File: src/rtl/clu_cfg_pkg.sv
package clu_cfg_pkg;

  localparam int unsigned REG_W     = 32;
  localparam int unsigned MAX_CORES = 4;
  localparam int unsigned PAGE_BITS = 20;

  // byte offsets of the decoded words
  localparam logic [7:0] OFS_CTRL   = 8'h00;
  localparam logic [7:0] OFS_CFG    = 8'h04;
  localparam logic [7:0] OFS_MST_LO = 8'h40;
  localparam logic [7:0] OFS_MST_HI = 8'h44;
  localparam logic [7:0] OFS_PER_LO = 8'h48;
  localparam logic [7:0] OFS_PER_HI = 8'h4C;
  localparam logic [7:0] OFS_ACC    = 8'h50;
  localparam logic [7:0] OFS_NSAC   = 8'h54;

  typedef struct packed {
    logic [REG_W-1:0] mst_lo;
    logic [REG_W-1:0] mst_hi;
    logic [REG_W-1:0] per_lo;
    logic [REG_W-1:0] per_hi;
  } filt_win_t;

  function automatic logic [REG_W-1:0] page_align(input logic [REG_W-1:0] a);
    return {a[REG_W-1:PAGE_BITS], {PAGE_BITS{1'b0}}};
  endfunction

endpackage

File: src/rtl/clu_strap_latch.sv
module clu_strap_latch
  import clu_cfg_pkg::*;
(
  input  logic      clk,
  input  logic      rst,
  input  logic      start_i,
  input  logic      strap_en_i,
  input  filt_win_t strap_win_i,
  output logic      filt_en_o,
  output logic      started_o,
  output filt_win_t win_o
);

  logic      started_q;
  logic      filt_en_q;
  filt_win_t win_q;
  logic      take;

  assign take = start_i & ~started_q;

  always_ff @(posedge clk) begin
    if (rst) begin
      started_q <= 1'b0;
      filt_en_q <= 1'b0;
    end else if (take) begin
      started_q <= 1'b1;
      filt_en_q <= strap_en_i;
    end
  end

  // window values survive reset on purpose: no reset branch
  always_ff @(posedge clk) begin
    if (!rst && take) begin
      win_q <= strap_win_i;
    end
  end

  assign filt_en_o = filt_en_q;
  assign started_o = started_q;
  assign win_o     = win_q;

endmodule

File: src/rtl/clu_lock_mask.sv
module clu_lock_mask #(
  parameter int unsigned NUM_LOCKS = 4
)(
  input  logic                 clk,
  input  logic                 rst,
  input  logic                 wr_i,
  input  logic [NUM_LOCKS-1:0] wdata_i,
  output logic [NUM_LOCKS-1:0] lock_o
);

  for (genvar i = 0; i < NUM_LOCKS; i++) begin : g_lock
    logic lk_q;
    always_ff @(posedge clk) begin
      if (rst) begin
        lk_q <= 1'b0;
      end else if (wr_i && !wdata_i[i]) begin
        lk_q <= 1'b1;
      end
    end
    assign lock_o[i] = lk_q;
  end

endmodule

File: src/rtl/clu_read_mux.sv
module clu_read_mux
  import clu_cfg_pkg::*;
#(
  parameter int unsigned NUM_CORES = 4,
  parameter logic [7:0]  SMP_MASK  = 8'hFF,
  parameter int unsigned ADDR_W    = 8
)(
  input  logic [ADDR_W-1:0]    word_addr_i,
  input  logic                 en_i,
  input  logic                 filt_en_i,
  input  filt_win_t            win_i,
  input  logic [MAX_CORES-1:0] lock_i,
  output logic [REG_W-1:0]     rd_word_o
);

  localparam logic [MAX_CORES-1:0] PRESENT  = MAX_CORES'((1 << NUM_CORES) - 1);
  localparam logic [3:0]           SMP_FLD  = 4'(PRESENT) & SMP_MASK[3:0];
  localparam logic [1:0]           CNT_FLD  = 2'(NUM_CORES - 1);

  logic mst_both;
  assign mst_both = (win_i.mst_lo != '0) && (win_i.mst_hi != '0);

  always_comb begin
    rd_word_o = '0;
    case (word_addr_i)
      ADDR_W'(OFS_CTRL):   rd_word_o[1:0] = {filt_en_i, en_i};
      ADDR_W'(OFS_CFG): begin
        rd_word_o[1:0]       = CNT_FLD;
        rd_word_o[7:4]       = SMP_FLD;
        rd_word_o[REG_W-1]   = mst_both;
      end
      ADDR_W'(OFS_MST_LO): rd_word_o = page_align(win_i.mst_lo);
      ADDR_W'(OFS_MST_HI): rd_word_o = page_align(win_i.mst_hi);
      ADDR_W'(OFS_PER_LO): rd_word_o = page_align(win_i.per_lo);
      ADDR_W'(OFS_PER_HI): rd_word_o = page_align(win_i.per_hi);
      ADDR_W'(OFS_ACC):    rd_word_o[MAX_CORES-1:0] = ~lock_i;
      ADDR_W'(OFS_NSAC):   rd_word_o[11:0] = '1;
      default:             rd_word_o = '0;
    endcase
  end

endmodule

File: src/rtl/clu_cfg_regs.sv
module clu_cfg_regs
  import clu_cfg_pkg::*;
#(
  parameter int unsigned NUM_CORES = 4,
  parameter logic [7:0]  SMP_MASK  = 8'hFF,
  parameter int unsigned ADDR_W    = 8,
  parameter int unsigned RID_W     = 3
)(
  input  logic              clk,
  input  logic              rst,
  input  logic              start_i,
  input  logic              strap_filt_en_i,
  input  logic [REG_W-1:0]  strap_mst_lo_i,
  input  logic [REG_W-1:0]  strap_mst_hi_i,
  input  logic [REG_W-1:0]  strap_per_lo_i,
  input  logic [REG_W-1:0]  strap_per_hi_i,
  input  logic              bus_sel_i,
  input  logic              bus_we_i,
  input  logic [ADDR_W-1:0] bus_addr_i,
  input  logic [REG_W-1:0]  bus_wdata_i,
  input  logic [3:0]        bus_wstrb_i,
  input  logic [RID_W-1:0]  bus_rid_i,
  output logic [REG_W-1:0]  bus_rdata_o,
  output logic              err_o
);

  localparam int unsigned IDX_W = $clog2(MAX_CORES);

  logic                 wr_req, rd_req;
  logic                 rid_known, rid_locked, wr_ok;
  logic [ADDR_W-1:0]    word_addr;
  logic                 hit_ctrl, hit_acc;
  logic [MAX_CORES-1:0] lock_q;
  logic                 en_q, err_q;
  logic                 filt_en, started_q;
  filt_win_t            strap_win, win_q;
  logic [REG_W-1:0]     rd_word, rdata_q;
  logic                 unused_bits;

  assign wr_req     = bus_sel_i & bus_we_i;
  assign rd_req     = bus_sel_i & ~bus_we_i;
  assign rid_known  = ({1'b0, bus_rid_i} < (RID_W+1)'(NUM_CORES));
  assign rid_locked = lock_q[bus_rid_i[IDX_W-1:0]];
  assign wr_ok      = wr_req & rid_known & ~rid_locked;

  assign word_addr  = {bus_addr_i[ADDR_W-1:2], 2'b00};
  assign hit_ctrl   = (word_addr == ADDR_W'(OFS_CTRL));
  assign hit_acc    = (word_addr == ADDR_W'(OFS_ACC));

  assign strap_win  = '{mst_lo: strap_mst_lo_i, mst_hi: strap_mst_hi_i,
                        per_lo: strap_per_lo_i, per_hi: strap_per_hi_i};

  clu_strap_latch u_strap (
    .clk        (clk),
    .rst        (rst),
    .start_i    (start_i),
    .strap_en_i (strap_filt_en_i),
    .strap_win_i(strap_win),
    .filt_en_o  (filt_en),
    .started_o  (started_q),
    .win_o      (win_q)
  );

  clu_lock_mask #(.NUM_LOCKS(MAX_CORES)) u_lock (
    .clk    (clk),
    .rst    (rst),
    .wr_i   (wr_ok & hit_acc & bus_wstrb_i[0]),
    .wdata_i(bus_wdata_i[MAX_CORES-1:0]),
    .lock_o (lock_q)
  );

  clu_read_mux #(
    .NUM_CORES(NUM_CORES),
    .SMP_MASK (SMP_MASK),
    .ADDR_W   (ADDR_W)
  ) u_rmux (
    .word_addr_i(word_addr),
    .en_i       (en_q),
    .filt_en_i  (filt_en),
    .win_i      (win_q),
    .lock_i     (lock_q),
    .rd_word_o  (rd_word)
  );

  always_ff @(posedge clk) begin
    if (rst) begin
      en_q <= 1'b0;
    end else if (wr_ok && hit_ctrl && bus_wstrb_i[0]) begin
      en_q <= bus_wdata_i[0];
    end
  end

  always_ff @(posedge clk) begin
    if (rst) begin
      err_q <= 1'b0;
    end else begin
      err_q <= wr_req & ~rid_known;
    end
  end

  always_ff @(posedge clk) begin
    if (rst) begin
      rdata_q <= '0;
    end else if (rd_req) begin
      rdata_q <= rd_word;
    end
  end

  assign bus_rdata_o = rdata_q;
  assign err_o       = err_q;
  assign unused_bits = ^{bus_wdata_i[REG_W-1:MAX_CORES], bus_wstrb_i[3:1],
                         bus_addr_i[1:0], started_q};

endmodule

File: config.mk
export PLATFORM = sky130hd
export DESIGN_NAME = clu_cfg_regs
export DESIGN_NICKNAME = d
export VERILOG_FILES = /design/src/rtl/clu_cfg_pkg.sv /design/src/rtl/clu_strap_latch.sv /design/src/rtl/clu_lock_mask.sv /design/src/rtl/clu_read_mux.sv /design/src/rtl/clu_cfg_regs.sv
export SDC_FILE = /design/constraint.sdc
export NUM_CORES = 1
export LEC_CHECK = 0
export ABC_AREA = 1
export ABC_CLOCK_PERIOD_IN_PS = 13300
export BUFFER_PORTS_ARGS = -buffer_cell sky130_fd_sc_hd__buf_2
export CORE_UTILIZATION = 45
export DETAILED_ROUTE_END_ITERATION = 10
export PLACE_DENSITY_LB_ADDON = 0.08
export REMOVE_ABC_BUFFERS = 1
export SETUP_SLACK_MARGIN = 0.3
export SLEW_MARGIN = 10
export SYNTH_ARGS = -nofsm -noshare
export SYNTH_HDL_FRONTEND = slang
export SYNTH_SLANG_ARGS = --single-unit
File: constraint.sdc
create_clock -name clk -period 13.3 [get_ports clk]
set_clock_uncertainty 0.15 [all_clocks]
set_input_delay 0.665 -clock clk [delete_from_list [all_inputs] [get_ports clk]]
set_output_delay 0.665 -clock clk [all_outputs]
set_load 0.005 [all_outputs]
-- After elaboration in Yosys (flattened, before gate mapping)
Index checks and enable logic that the tools add are counted.
W data, S select, Z words.
- ROM bits: 0
- bits of input ports: 181
- latch bits: 0
- RAM bits: 0
- logic and storage cells: 60
- register bits after elaboration: 168
- memories kept: 0
- output and inout port bits: 33
- $mul: 0
- bitwise operators: 13
- divide/modulo/power cells: 0
- add/sub/neg operators: 0
- equality and inequality tests: 7
- reductions and logical operators: 17
- magnitude comparators: 2
- mux-type cells: 8
- shift-type cells: 0
- operator list (kind ; number):
    $pmux W19 S4 ; 1
    $reduce_bool A32 Y1 ; 2
    $eq A6 B5 Y1 const B ; 6
    $and A1 B1 Y1 ; 8
    $logic_and A1 B1 Y1 ; 8
    $logic_not A8 Y1 ; 1
    $mux W4 ; 2
    $eq A6 B1 Y1 const B ; 1
    $pmux W2 S3 ; 1
    $logic_not A1 Y1 ; 5
    $pmux W1 S5 ; 1
    $not A1 Y1 ; 4
    $not A4 Y4 ; 1
    $pmux W2 S2 ; 1
    $lt A2 B3 Y1 const B ; 1
    $lt A3 B3 Y1 const B ; 1
    $bmux W1 S2 ; 1
    $reduce_or A2 Y1 ; 1
    $mux W1 ; 1

-- Longest topological paths before layout
Gate-level depths: netlist of the first run.
- depth in word-level cells: 7
- gate-level depth with buffers: 10
- depth with buffers taken out: 10

-- Modules after synthesis
From an unflattened synthesis of the first run, not the netlist that was laid out.
- cells, all modules: 526
- area total of the unflattened synthesis: 6339.8 um^2
- by module, submodules not included (module ; area each (um^2) ; cells each ; times used):
    clu_strap_latch ; 3931.3 ; 140 ; 1
    clu_cfg_regs ; 1295.0 ; 177 ; 1
    clu_read_mux ; 938.4 ; 185 ; 1
    clu_lock_mask ; 175.2 ; 24 ; 1

-- Worst setup path before layout of the first run
Ideal clock, no wire load.
- path type: input to register
- from: input rst
- to: register u_strap.win_o[100] (netlist name)
- slack: 8063 ps
- stages on the path: 2
- required time: 12614 ps
- setup time: 536 ps
- arrival: 4551 ps
- path buffers: 1
- path through: clkbuf_1 > nor2_1
- cells in the longest elaborated chain, start to end: 2
- RTL lines (what ; line ; RTL):
    start: declaration ; clu_cfg_regs.sv:10 ; input logic rst,
    $logic_not A1 Y1 ; clu_strap_latch.sv:33 ; if (!rst && take) begin
    $logic_and A1 B1 Y1 ; clu_strap_latch.sv:33 ;
Every way passes these cells.
A chain may end at the register's enable or synchronous reset.

-- Worst setup path after layout of the first run
- from: register u_strap.started_q, in the netlist u_strap.started_o
- to: register u_strap.win_o[93] (netlist name)
- cells in the longest elaborated chain, start to end: 3
- RTL lines (what ; line ; RTL):
    start: declaration ; clu_strap_latch.sv:14 ; logic started_q;
    start signal: assignment ; clu_strap_latch.sv:23 ; started_q <= 1'b0;
    start signal: assignment ; clu_strap_latch.sv:26 ; started_q <= 1'b1;
    $not A1 Y1 ; clu_strap_latch.sv:19 ; assign take = start_i & ~started_q;
    $and A1 B1 Y1 ; clu_strap_latch.sv:19 ;
    $logic_and A1 B1 Y1 ; clu_strap_latch.sv:33 ;
Every way passes these cells.

==> impl_summary.txt, run 1 <==
----------------------------------------------------
[Outcome]
  Result of the run ... completed

[Routing]
  Avg Vias per Cell ... ~4.6
  Detailed-route wire length ... between 9000 and 10000 um
  Total met3 wirelength after detailed routing ... between 400 and 500 um
  Detailed-route wire length on metal 1 ... approximately 4200 um
  Iteration-0 DRC Markers ... around 120
  Count of vias placed by the detailed router ... approximately 3200
  DRC violation count after routing ... 0
  Routed length per instance ... about 13 um
  Router iterations before antenna repair ... 4
  Max Used Layer ... met4
  Amount of wire on met2 after detailed routing ... about 4300 um
  Antenna-violating nets left ... 0

[Clock network]
  Clock latency at the later pin of the worst-skew pair ... 0.50 ns
  Hold Buf Count CTS ... 0
  Count of H-tree levels built during CTS ... 4
  Clk slew on worst S/H paths ... 0.06 ns
  Number of buffers created by CTS ... 17
  Clock net sink count ... 114
  Total setup buffers inserted after CTS ... 0
  CTS root buf ... sky130_fd_sc_hd__clkbuf_8
  Clock tree buffer depth ... 2
  CTS tree ... built
  Post-cts resize count ... 0

[Worst setup path]
  Worst path buffer plus inverter count ... 2
  CP Data Arrival Time ... about 2.5 ns
  Delay of the slowest cell on the worst path ... roughly 0.74 ns
  Endpoint type of the worst setup path ... flip-flop
  Setup crit start kind ... flip-flop
  Slowest stage cell, crit path ... sky130_fd_sc_hd__nor2_4
  Required time worst endpoint ... about 13 ns
  Worst Path Class, Setup ... flip-flop to flip-flop
  Highest net fanout along the worst path ... 54
  Crit-path leading delay family ... simple AND/OR/NAND/NOR gates
  Critical path, cell by cell ... nor2_1 > inv_1 > nor2_4 > buf_4

[Synthesis]
  #FFs+latches synth ... between 100 and 150
  Post-synthesis instance area ... roughly 4500 um2
  Synthesized area per cell ... 11.0 um2
  Most repeated cell in the gate-level netlist after synthesis ... sky130_fd_sc_hd__edfxtp_1
  Cells after synthesis ... 410
  Yosys Warn Count ... 0
  Cell taking the most area after synthesis ... sky130_fd_sc_hd__edfxtp_1
  Portion of netlist area occupied by mux cells ... 0
  Asr flop ratio synth ... 0
  Dominant combinational cell family by area after synthesis ... simple AND/OR/NAND/NOR gates
  Count of flip-flops with a built-in enable after synthesis ... 88
  Register area share after synthesis ... 0.700
  Xor-xnor portion of the synthesized cell area ... 0
  Simple logic cell fraction of the synthesized area ... 0.157
  Main area contributors after synthesis ... sky130_fd_sc_hd__edfxtp_1, sky130_fd_sc_hd__dfxtp_1, sky130_fd_sc_hd__nand2_1
  Share of synthesized cell area in full adder, half adder and majority cells ... 0
  Share of Yosys cell area claimed by the top area cell type ... 0.584
  Commonest cells in the synthesized netlist ... sky130_fd_sc_hd__edfxtp_1, sky130_fd_sc_hd__nand2_1, sky130_fd_sc_hd__nor2_1
  Complex-gate fraction of the synthesized area ... 0.0647
  Most common flop cell mapped by yosys ... sky130_fd_sc_hd__edfxtp_1
  Count of unique library cells instantiated by Yosys ... 27

[STA]
  Final min period ... 2.51 ns
  Highest clock rate ... roughly 0.40 GHz
  Tightest Pin Transition ... 0.975 ns
  RSZ-0062 raised after global routing ... false
  Slew headroom ... 0.346
  Setup TNS ... 0 ns
  Endpoints failing setup ... 0
  Count of final max-slew check failures ... 0
  Post-route fraction of the period consumed by the critical path ... 0.189
  Final hold violation count ... 0
  Final-layout worst hold slack ... between 0.15 and 0.2 ns

[Floorplanning]
  Die boundary height ... just over 100 um
  Starting Density ... 0.463
  Die width ... around 100 um
  Num ports ... 214
  Number of core rows ... 36
  Placeable core region ... between 9000 and 10000 um2
  Die area ... between 10000 and 15000 um2

[Power and ir drop]
  Cell area power density ... ~160 nW/um2
  Design Power ... 0.911 mW
  Static leakage power ... around 2.5 nW
  Worst supply voltage drop on vdd ... about 0.074 mV

[Global routing]
  GR Overflow Total ... 0
  Via count of the first global-routing pass ... between 3000 and 4000
  GRT Overall Usage ... 0.190
  Initial antenna violation count ... 0
  Wire length of the first global-routing pass ... approximately 14000 um
  Pin count of the biggest net entering global routing ... 55

[Place]
  Placed cell count ... about 660
  Count of port buffers added during placement ... between 100 and 150
  Weighted congestion at the end of routability-driven global placement ... 0.751
  Hpwl dp ... between 6000 and 7000 um

[Hold path]
  Class of the worst hold path ... primary input to flip-flop

[Layout]
  Number of antenna cells inserted ... 0
  Fraction of final layout cells with drive strength greater than 1 ... 0.324
  Final net count ... between 700 and 800
  Final core area utilization ... 0.598
  Area growth from synthesis to final layout ... 29.4%
  Final standard cell count with taps included and fillers excluded ... 691

[Job]
  Max-cap check violation count ... 0

----------------------------------------------------
## cell type report
class | instances | area, um2
clock buffers | 17 | 414
clock inverters | 15 | 203
fillers | 850 | 3930
inverters | 50 | 188
multi-input cells | 228 | 1040
flip-flops and latches | 114 | 3160
well taps | 133 | 166
repair buffers | 134 | 676
## layout by cell type (no fill, tap or decap), types with 8 or more instances in the layout
cell type,netlist,final
sky130_fd_sc_hd__clkbuf_16,0,16
sky130_fd_sc_hd__nand3_1,27,27
sky130_fd_sc_hd__nand2_1,73,73
sky130_fd_sc_hd__edfxtp_1,88,88
sky130_fd_sc_hd__a21oi_1,24,24
sky130_fd_sc_hd__inv_1,40,40
sky130_fd_sc_hd__conb_1,1,8
sky130_fd_sc_hd__inv_2,9,9
sky130_fd_sc_hd__o21ai_1,24,24
sky130_fd_sc_hd__nor2_1,46,45
sky130_fd_sc_hd__dfxtp_1,26,26
sky130_fd_sc_hd__buf_2,6,132
## state kept, by name, indices dropped and copies added, names as in the netlist
signal / flops
bus_rdata_o: 18
u_strap.win_o: 88
u_strap.started_o: 1
u_lock.g_lock.lk_q: 4
err_o: 1
u_strap.filt_en_o: 1
en_q: 1
## power breakdown
part | internal, mW | switching (mW)
Sequential | 0.398 | 0.00399
Combinational | 0.0169 | 0.0236
Clock | 0.306 | 0.163
## logic make-up after synthesis
family                 Yosys count
other                            1
and+or+nand+nor                163
DFF                            114
buffers and inverters           75
AOI/OAI and AO/OA               57
## worst register-to-register path, cell delays in order (launching register included)
cell                      delay, ns
sky130_fd_sc_hd__dfxtp_1       0.31
sky130_fd_sc_hd__nor2_1        0.13
sky130_fd_sc_hd__inv_1         0.09
sky130_fd_sc_hd__nor2_4        0.74
sky130_fd_sc_hd__buf_4         0.69
## metal layers
layer	up-vias	GRT usage
li1	1628	-
met4	0	0.0758
met2	110	0.309
met1	1424	0.242
met5	-	0
met3	9	0.0534
## path summary, 6_finish.rpt
check,start,to,slack (ns),cells past startpoint
max,u_strap.started_o,u_strap.win_o[93],10.79,4
min,strap_mst_lo_i[8],u_strap.win_o[104],0.18,1
min reg2reg,bus_rdata_o[0],bus_rdata_o[0],0.31,2
max reg2reg,u_strap.started_o,u_strap.win_o[93],10.79,4
## metrics by stage
| stage | cell area (um2) | setup WS [ns] |
|---|---|---|
| after floorplan | 4380 | 8.08 |
| after global placement | 5230 | 10.30 |
| after detailed placement | 5230 | 10.24 |
| after CTS | 5850 | 10.74 |
| after global routing | 5850 | 10.53 |
| final | 5850 | 10.79 |
Note: power is estimated with default switching activity, not from simulation.
==> inputs of run 2 (changes only) <==
--- a/config.mk
+++ b/config.mk
@@ -6,9 +6,9 @@
 export NUM_CORES = 1
 export LEC_CHECK = 0
 export ABC_AREA = 1
-export ABC_CLOCK_PERIOD_IN_PS = 13300
+export ABC_CLOCK_PERIOD_IN_PS = 2100
 export BUFFER_PORTS_ARGS = -buffer_cell sky130_fd_sc_hd__buf_2
-export CORE_UTILIZATION = 45
+export CORE_UTILIZATION = 42
 export DETAILED_ROUTE_END_ITERATION = 10
 export PLACE_DENSITY_LB_ADDON = 0.08
 export REMOVE_ABC_BUFFERS = 1
==> constraint.sdc (replaced) <==
create_clock -name clk -period 2.1 [get_ports clk]
set_clock_uncertainty 0.15 [all_clocks]
set_input_delay 0.105 -clock clk [delete_from_list [all_inputs] [get_ports clk]]
set_output_delay 0.105 -clock clk [all_outputs]
set_load 0.005 [all_outputs]
==> run 2 against run 1 <==
The run now ends with negative hold slack left. Final cell count is 17% higher. Utilization up 7.9 points. Via count grew 15%. Routed wire length up 20%. Combinational power grew to 11 times the previous value. Non-clock buffer count increased by 118. Sequential share of layout area fell by 9.1 points. Global-route usage increased by 1.6 points. Critical path depth increased by 6. Register-to-register slack got worse by 10 ns. Largest cell class unchanged.
==> impl_summary.txt, run 2 (same netlist as run 1, synthesis figures left out) <==
----------------------------------------------------
[Global routing]
  GRT Overall Usage ... 0.206 (+0.0163)
  Initial antenna violation count ... 0 (unchanged)
  Wire length of the first global-routing pass ... 17200 um (+19%)
  Via count of the first global-routing pass ... 3693 (+21%)
  GR Overflow Total ... 0 (unchanged)
  Pin count of the biggest net entering global routing ... 56 (+1.8%)

[Clock network]
  CTS root buf ... sky130_fd_sc_hd__clkbuf_8
  Clock net sink count ... 114 (unchanged)
  Clock tree buffer depth ... 2 (unchanged)
  Number of buffers created by CTS ... 17 (unchanged)
  Count of H-tree levels built during CTS ... 4 (unchanged)
  Clk slew on worst S/H paths ... 0.06 ns (about the same)
  CTS tree ... built
  Clock latency at the later pin of the worst-skew pair ... 0.51 ns (about the same)

[Floorplanning]
  Die width ... 106 um (+3.4%)
  Number of core rows ... 37 (+2.8%)
  Die boundary height ... 106 um (+3.4%)
  Placeable core region ... 10400 um2 (+6.1%)
  Starting Density ... 0.436 (-0.0266)
  Die area ... 11200 um2 (+7.0%)
  Num ports ... 214 (unchanged)

[Routing]
  Detailed-route wire length ... 10900 um (+20%)
  Router iterations before antenna repair ... 4 (unchanged)
  Routed length per instance ... 13.4 um (+2.5%)
  Iteration-0 DRC Markers ... 185 (+52%)
  Antenna-violating nets left ... 0 (unchanged)
  DRC violation count after routing ... 0 (unchanged)
  Avg Vias per Cell ... 4.51 (-1.8%)
  Count of vias placed by the detailed router ... 3655 (+15%)

[Worst setup path]
  Highest net fanout along the worst path ... 2 (-96%)
  Worst Path Class, Setup ... primary input to flip-flop
  Slowest stage cell, crit path ... sky130_fd_sc_hd__dlygate4sd3_1
  Delay of the slowest cell on the worst path ... 0.61 ns (-0.13 ns)
  Required time worst endpoint ... 2.38 ns (-10.90 ns)
  Critical path, cell by cell ... buf_2 > dlygate4sd3_1 > nor2_1 > nand2_1 > dlygate4sd3_1 > inv_1 > nand3_1 > nand2_1 > nand2_1 > a21oi_1
  CP Data Arrival Time ... 2.04 ns (-0.45 ns)
  Endpoint type of the worst setup path ... flip-flop
  Most frequent cell on the critical path ... sky130_fd_sc_hd__nand2_1
  Setup crit start kind ... primary input

[Place]
  Hpwl dp ... 6520 um (+5.4%)
  Placed cell count ... 667 (+1.2%)
  Placed cell areas ... 5290 um2 (+1.0%)
  Placement Setup Slack ... 0.296 ns (-9.95 ns)
  Count of port buffers added during placement ... 132 (unchanged)
  Weighted congestion at the end of routability-driven global placement ... 0.793 (+5.6%)

[Layout]
  Fraction of final layout cells with drive strength greater than 1 ... 0.287 (-0.0370)
  Most frequent cells in the layout ... sky130_fd_sc_hd__buf_2, sky130_fd_sc_hd__dlygate4sd3_1, sky130_fd_sc_hd__edfxtp_1, sky130_fd_sc_hd__nand2_1, sky130_fd_sc_hd__nor2_1
  Area of the multi-input gates ... 1060 um2 (+1.8%)
  Filler Cells Inserted ... 791 (-6.9%)
  Area of all placed cells without fillers ... 7030 um2 (+20%)
  Register cell area after layout ... 3160 um2 (unchanged)
  Final core area utilization ... 0.678 (+0.0793)
  Number of flip-flops under the largest register name ... 88 (unchanged)
  Commonest non-fill, non-tap cell in the layout ... sky130_fd_sc_hd__buf_2
  Final net count ... 844 (+16%)
  Area growth from synthesis to final layout ... 55.4%
  Number of antenna cells inserted ... 0 (unchanged)
  Final standard cell count with taps included and fillers excluded ... 811 (+17%)

[STA]
  Fin worst setup slack ... 0.337 ns (-10.45 ns)
  Highest clock rate ... about 0.57 GHz
  RSZ-0062 raised after global routing ... false
  Count of final max-slew check failures ... 0 (unchanged)
  Final hold violation count ... 1 (+1)
  Post-route fraction of the period consumed by the critical path ... 0.839
  Final min period ... 1.76 ns
  Setup TNS ... 0 ns (unchanged)
  Final-layout worst hold slack ... -0.000956 ns (-0.182 ns)
  Endpoints failing setup ... 0 (unchanged)

[Outcome]
  Violations in the final reports ... negative hold slack
  Result of the run ... finished, violations left

[Power and ir drop]
  Cell area power density ... 831 nW/um2 (+430%)
  Static leakage power ... 2.99 nW (+20%)
  Design Power ... 5.84 mW (+540%)
  Worst supply voltage drop on vdd ... 0.680 mV (+810%)

[Job]
  Max-cap check violation count ... 0 (unchanged)

[Hold path]
  Class of the worst hold path ... primary input to flip-flop

----------------------------------------------------
-- run 2: cell types whose count changed in the layout (fill, tap and decap cells not counted), sizes merged --
cell         delta
clkinv          +3
dlygate4sd3   +112
inv             -2
clkinvlp        -1
bufinv          -1
buf             +6
-- run 2: area by class of cell --
| class | count | share of cell area |
|---|---|---|
| clock buffer | 17 | 0.0589 |
| clock inverter | 14 | 0.0256 |
| inverter | 50 | 0.0267 |
| multi-input combinational | 228 | 0.151 |
| sequential | 114 | 0.450 |
| tap | 136 | 0.0242 |
| timing repair buffer | 252 | 0.264 |
-- run 2: worst paths after layout --
path,from,to,depth (start not counted),slack (ns)
setup / recovery,bus_addr_i[6],bus_rdata_o[31],10,0.34
hold / removal,bus_addr_i[4],en_q,6,-0.001
setup reg to reg,u_strap.win_o[91],bus_rdata_o[27],5,0.48
hold reg to reg,bus_rdata_o[21],bus_rdata_o[21],2,0.31
-- run 2: critical path: cells and delay by family --
family / cells / cell delay, ns
and+or+nand+nor: 5 / 0.47
buffers and inverters: 4 / 1.35
AOI/OAI and AO/OA: 1 / 0.11
-- run 2: where the power goes --
group	total (mW)	leakage, nW	internal [mW]	switching (mW)
clock network	2.86	0.286	1.82	1.05
logic	0.430	1.68	0.247	0.183
registers	2.54	1.03	2.52	0.0258
-- run 2: timing repair --
action | in CTS | in global routing
gates resized for setup | 0 | 6
endpoints found under the setup margin | 0 | 2
hold buffers | 112 | 0
hold endpoints to repair | 114 | 0
buffers inserted | 0 | 1
-- run 2: layer usage --
layer | vias to the layer above | track usage | part of all wire
li1 | 1865 | - | -
met2 | 135 | 0.357 | 0.51
met5 | - | 0 | 0
met1 | 1641 | 0.243 | 0.41
met4 | 0 | 0.0794 | 0.015
met3 | 14 | 0.0581 | 0.063
==> inputs of run 3 (changes only) <==
--- a/config.mk
+++ b/config.mk
@@ -6,7 +6,7 @@
 export NUM_CORES = 1
 export LEC_CHECK = 0
 export ABC_AREA = 1
-export ABC_CLOCK_PERIOD_IN_PS = 2100
+export ABC_CLOCK_PERIOD_IN_PS = 1400
 export BUFFER_PORTS_ARGS = -buffer_cell sky130_fd_sc_hd__buf_2
 export CORE_UTILIZATION = 42
 export DETAILED_ROUTE_END_ITERATION = 10
==> constraint.sdc (replaced) <==
create_clock -name clk -period 1.4 [get_ports clk]
set_clock_uncertainty 0.15 [all_clocks]
set_input_delay 0.07 -clock clk [delete_from_list [all_inputs] [get_ports clk]]
set_output_delay 0.07 -clock clk [all_outputs]
set_load 0.005 [all_outputs]
==> run 3 against run 2 <==
The flow finishes with violations (negative hold slack, negative setup slack). Final area is 6.5% higher. Routed wire length increased by 7.7%. Utilization is 4.4 points higher.
==> impl_summary.txt, run 3 (same netlist as run 1, synthesis figures left out) <==
----------------------------------------------------
[Outcome]
  Result of the run ... finished, violations left
  Violations in the final reports ... negative hold slack, negative setup slack

[Layout]
  Fraction of final layout cells with drive strength greater than 1 ... 0.376 (+0.0881)
  Filler Cells Inserted ... 747 (-5.6%)
  Commonest non-fill, non-tap cell in the layout ... sky130_fd_sc_hd__buf_2
  Area growth from synthesis to final layout ... 65.5%
  Number of flip-flops under the largest register name ... 88 (unchanged)
  Final net count ... 863 (+2.3%)
  Most frequent cells in the layout ... sky130_fd_sc_hd__buf_2, sky130_fd_sc_hd__dlygate4sd3_1, sky130_fd_sc_hd__edfxtp_1, sky130_fd_sc_hd__nand2_1, sky130_fd_sc_hd__nor2_1
  Number of antenna cells inserted ... 0 (unchanged)

[Clock network]
  Clk slew on worst S/H paths ... 0.06 ns (about the same)
  CTS root buf ... sky130_fd_sc_hd__clkbuf_8
  Clock tree buffer depth ... 2 (unchanged)
  Clock net sink count ... 114 (unchanged)
  CTS tree ... built
  Clock latency at the later pin of the worst-skew pair ... 0.51 ns (about the same)
  Number of buffers created by CTS ... 17 (unchanged)
  Count of H-tree levels built during CTS ... 4 (unchanged)

[Power and ir drop]
  Clock share of power ... 0.467 (-0.023)
  Total net switching power ... 1.80 mW (+44%)
  Portion of total power attributed to sequential cells ... 0.442 (+0.006)
  Proportion of power drawn by combinational gates ... 0.091 (+0.017)
  Worst supply voltage drop on vdd ... 0.680 mV (about the same)
  P_int ... 6.85 mW (+49%)
  Static leakage power ... 3.19 nW (+6.6%)
  Cell area power density ... 1160 nW/um2 (+39%)
  Design Power ... 8.66 mW (+48%)
  Fraction of power spent switching nets ... 0.208 (-0.00637)

[Floorplanning]
  Placeable core region ... 10400 um2 (unchanged)
  Die area ... 11200 um2 (unchanged)
  Starting Density ... 0.436 (unchanged)
  Num ports ... 214 (unchanged)
  Die width ... 106 um (unchanged)
  Die boundary height ... 106 um (unchanged)
  Number of core rows ... 37 (unchanged)

[STA]
  Final hold violation count ... 8 (+7)
  Post-route fraction of the period consumed by the critical path ... 1.05
  Count of final max-slew check failures ... 0 (unchanged)
  RSZ-0062 raised after global routing ... true
  Final min period ... roughly 1.5 ns
  Endpoints failing setup ... 82 (+82)
  Fin worst setup slack ... -0.0662 ns (-0.404 ns)
  Highest clock rate ... 0.682 GHz
  Final-layout worst hold slack ... -0.0344 ns (-0.0335 ns)

[Routing]
  Avg Vias per Cell ... 4.62 (+2.5%)
  Router iterations before antenna repair ... 4 (unchanged)
  DRC violation count after routing ... 0 (unchanged)
  Iteration-0 DRC Markers ... 225 (+22%)
  Detailed-route wire length ... 11700 um (+7.7%)
  Routed length per instance ... 14.1 um (+5.1%)
  Antenna-violating nets left ... 0 (unchanged)
  Count of vias placed by the detailed router ... 3838 (+5.0%)

[Worst setup path]
  CP Data Arrival Time ... 1.55 ns (-0.49 ns)
  Setup crit start kind ... flip-flop
  Highest net fanout along the worst path ... 5 (+3)
  Worst Path Class, Setup ... flip-flop to flip-flop
  Required time worst endpoint ... 1.48 ns (-0.90 ns)
  Endpoint type of the worst setup path ... flip-flop

[Place]
  Count of port buffers added during placement ... 132 (unchanged)
  Hpwl dp ... 6780 um (+4.1%)
  Placement Setup Slack ... -0.0802 ns (-0.376 ns)
  Weighted congestion at the end of routability-driven global placement ... 0.769 (-2.9%)

[Global routing]
  Wire length of the first global-routing pass ... 18000 um (+4.6%)
  Via count of the first global-routing pass ... 3851 (+4.3%)
  GR Overflow Total ... 0 (unchanged)
  GRT Overall Usage ... 0.218 (+0.0117)
  Pin count of the biggest net entering global routing ... 33 (-41%)
  Initial antenna violation count ... 0 (unchanged)

[Hold path]
  Class of the worst hold path ... primary input to flip-flop

[Job]
  Max-cap check violation count ... 0 (unchanged)

----------------------------------------------------
## run 3: critical path: stages, from the launching register on
cell and delay (ns):
sky130_fd_sc_hd__dfxtp_2 0.33, sky130_fd_sc_hd__nor2_4 0.09, sky130_fd_sc_hd__inv_2 0.06, sky130_fd_sc_hd__nor2_4 0.17, sky130_fd_sc_hd__buf_6 0.17, sky130_fd_sc_hd__buf_12 0.11, sky130_fd_sc_hd__buf_16 0.10
## run 3: area by class of cell
class	count	area [um2]	area share
sequential	114	3190	0.426
timing repair buffer	271	2240	0.299
multi-input combinational	228	1130	0.151
clock buffer	21	449	0.0600
inverter	50	190	0.0254
tap	136	170	0.0227
clock inverter	11	114	0.0152
## run 3: per-layer routing
layer / up-vias / track usage / share of wire
met5: - / 0 / 0
met4: 0 / 0.0992 / 0.013
met3: 17 / 0.0550 / 0.060
met2: 149 / 0.373 / 0.51
met1: 1759 / 0.259 / 0.41
li1: 1913 / - / -
## run 3: stage by stage
stage	hold WS, ns	utilization	cell area [um2]	TNS [ns]	std cells
2_1_floorplan	-0.0109	-	4380	-302.88	392
3_3_place_gp	0.0963	0.520	5390	-3.67	678
3_5_place_dp	0.0981	0.520	5390	-5.19	678
4_1_cts	-0.0838	0.703	7290	-5.06	825
5_1_grt	-0.0349	0.722	7480	-6.21	831
6_report	-0.0344	0.722	7480	-2.73	831
## run 3: final timing paths
path,startpoint,to,slack [ns],depth (start not counted)
worst max-delay path,u_strap.started_o,u_strap.win_o[29],-0.07,6
worst min-delay path,bus_addr_i[6],bus_rdata_o[7],-0.03,6
worst max register to register,u_strap.started_o,u_strap.win_o[29],-0.07,6
worst min register to register,bus_rdata_o[21],bus_rdata_o[21],0.31,2
## run 3: power by group through the flow
| stage | Clock (mW) | Combinational (mW) | Sequential, mW |
|---|---|---|---|
| final | 4.05 | 0.785 | 3.83 |
| after global routing | 4.29 | 0.852 | 3.83 |
| after floorplan | 0 | 0.144 | 3.90 |
| after detailed placement | 0 | 0.427 | 3.89 |
| after global placement | 0 | 0.416 | 3.88 |
| after CTS | 4.11 | 0.730 | 3.82 |
## run 3: repair_timing
| item | 4_1_cts | 5_1_grt |
|---|---|---|
| hold buffers | 102 | 2 |
| setup endpoints to repair | 119 | 136 |
| gates resized for setup | 47 | 30 |
| setup buffers | 8 | 3 |
| endpoints found under the hold margin | 114 | 10 |
| gates cloned | 5 | 2 |
| pin swaps | 11 | 16 |
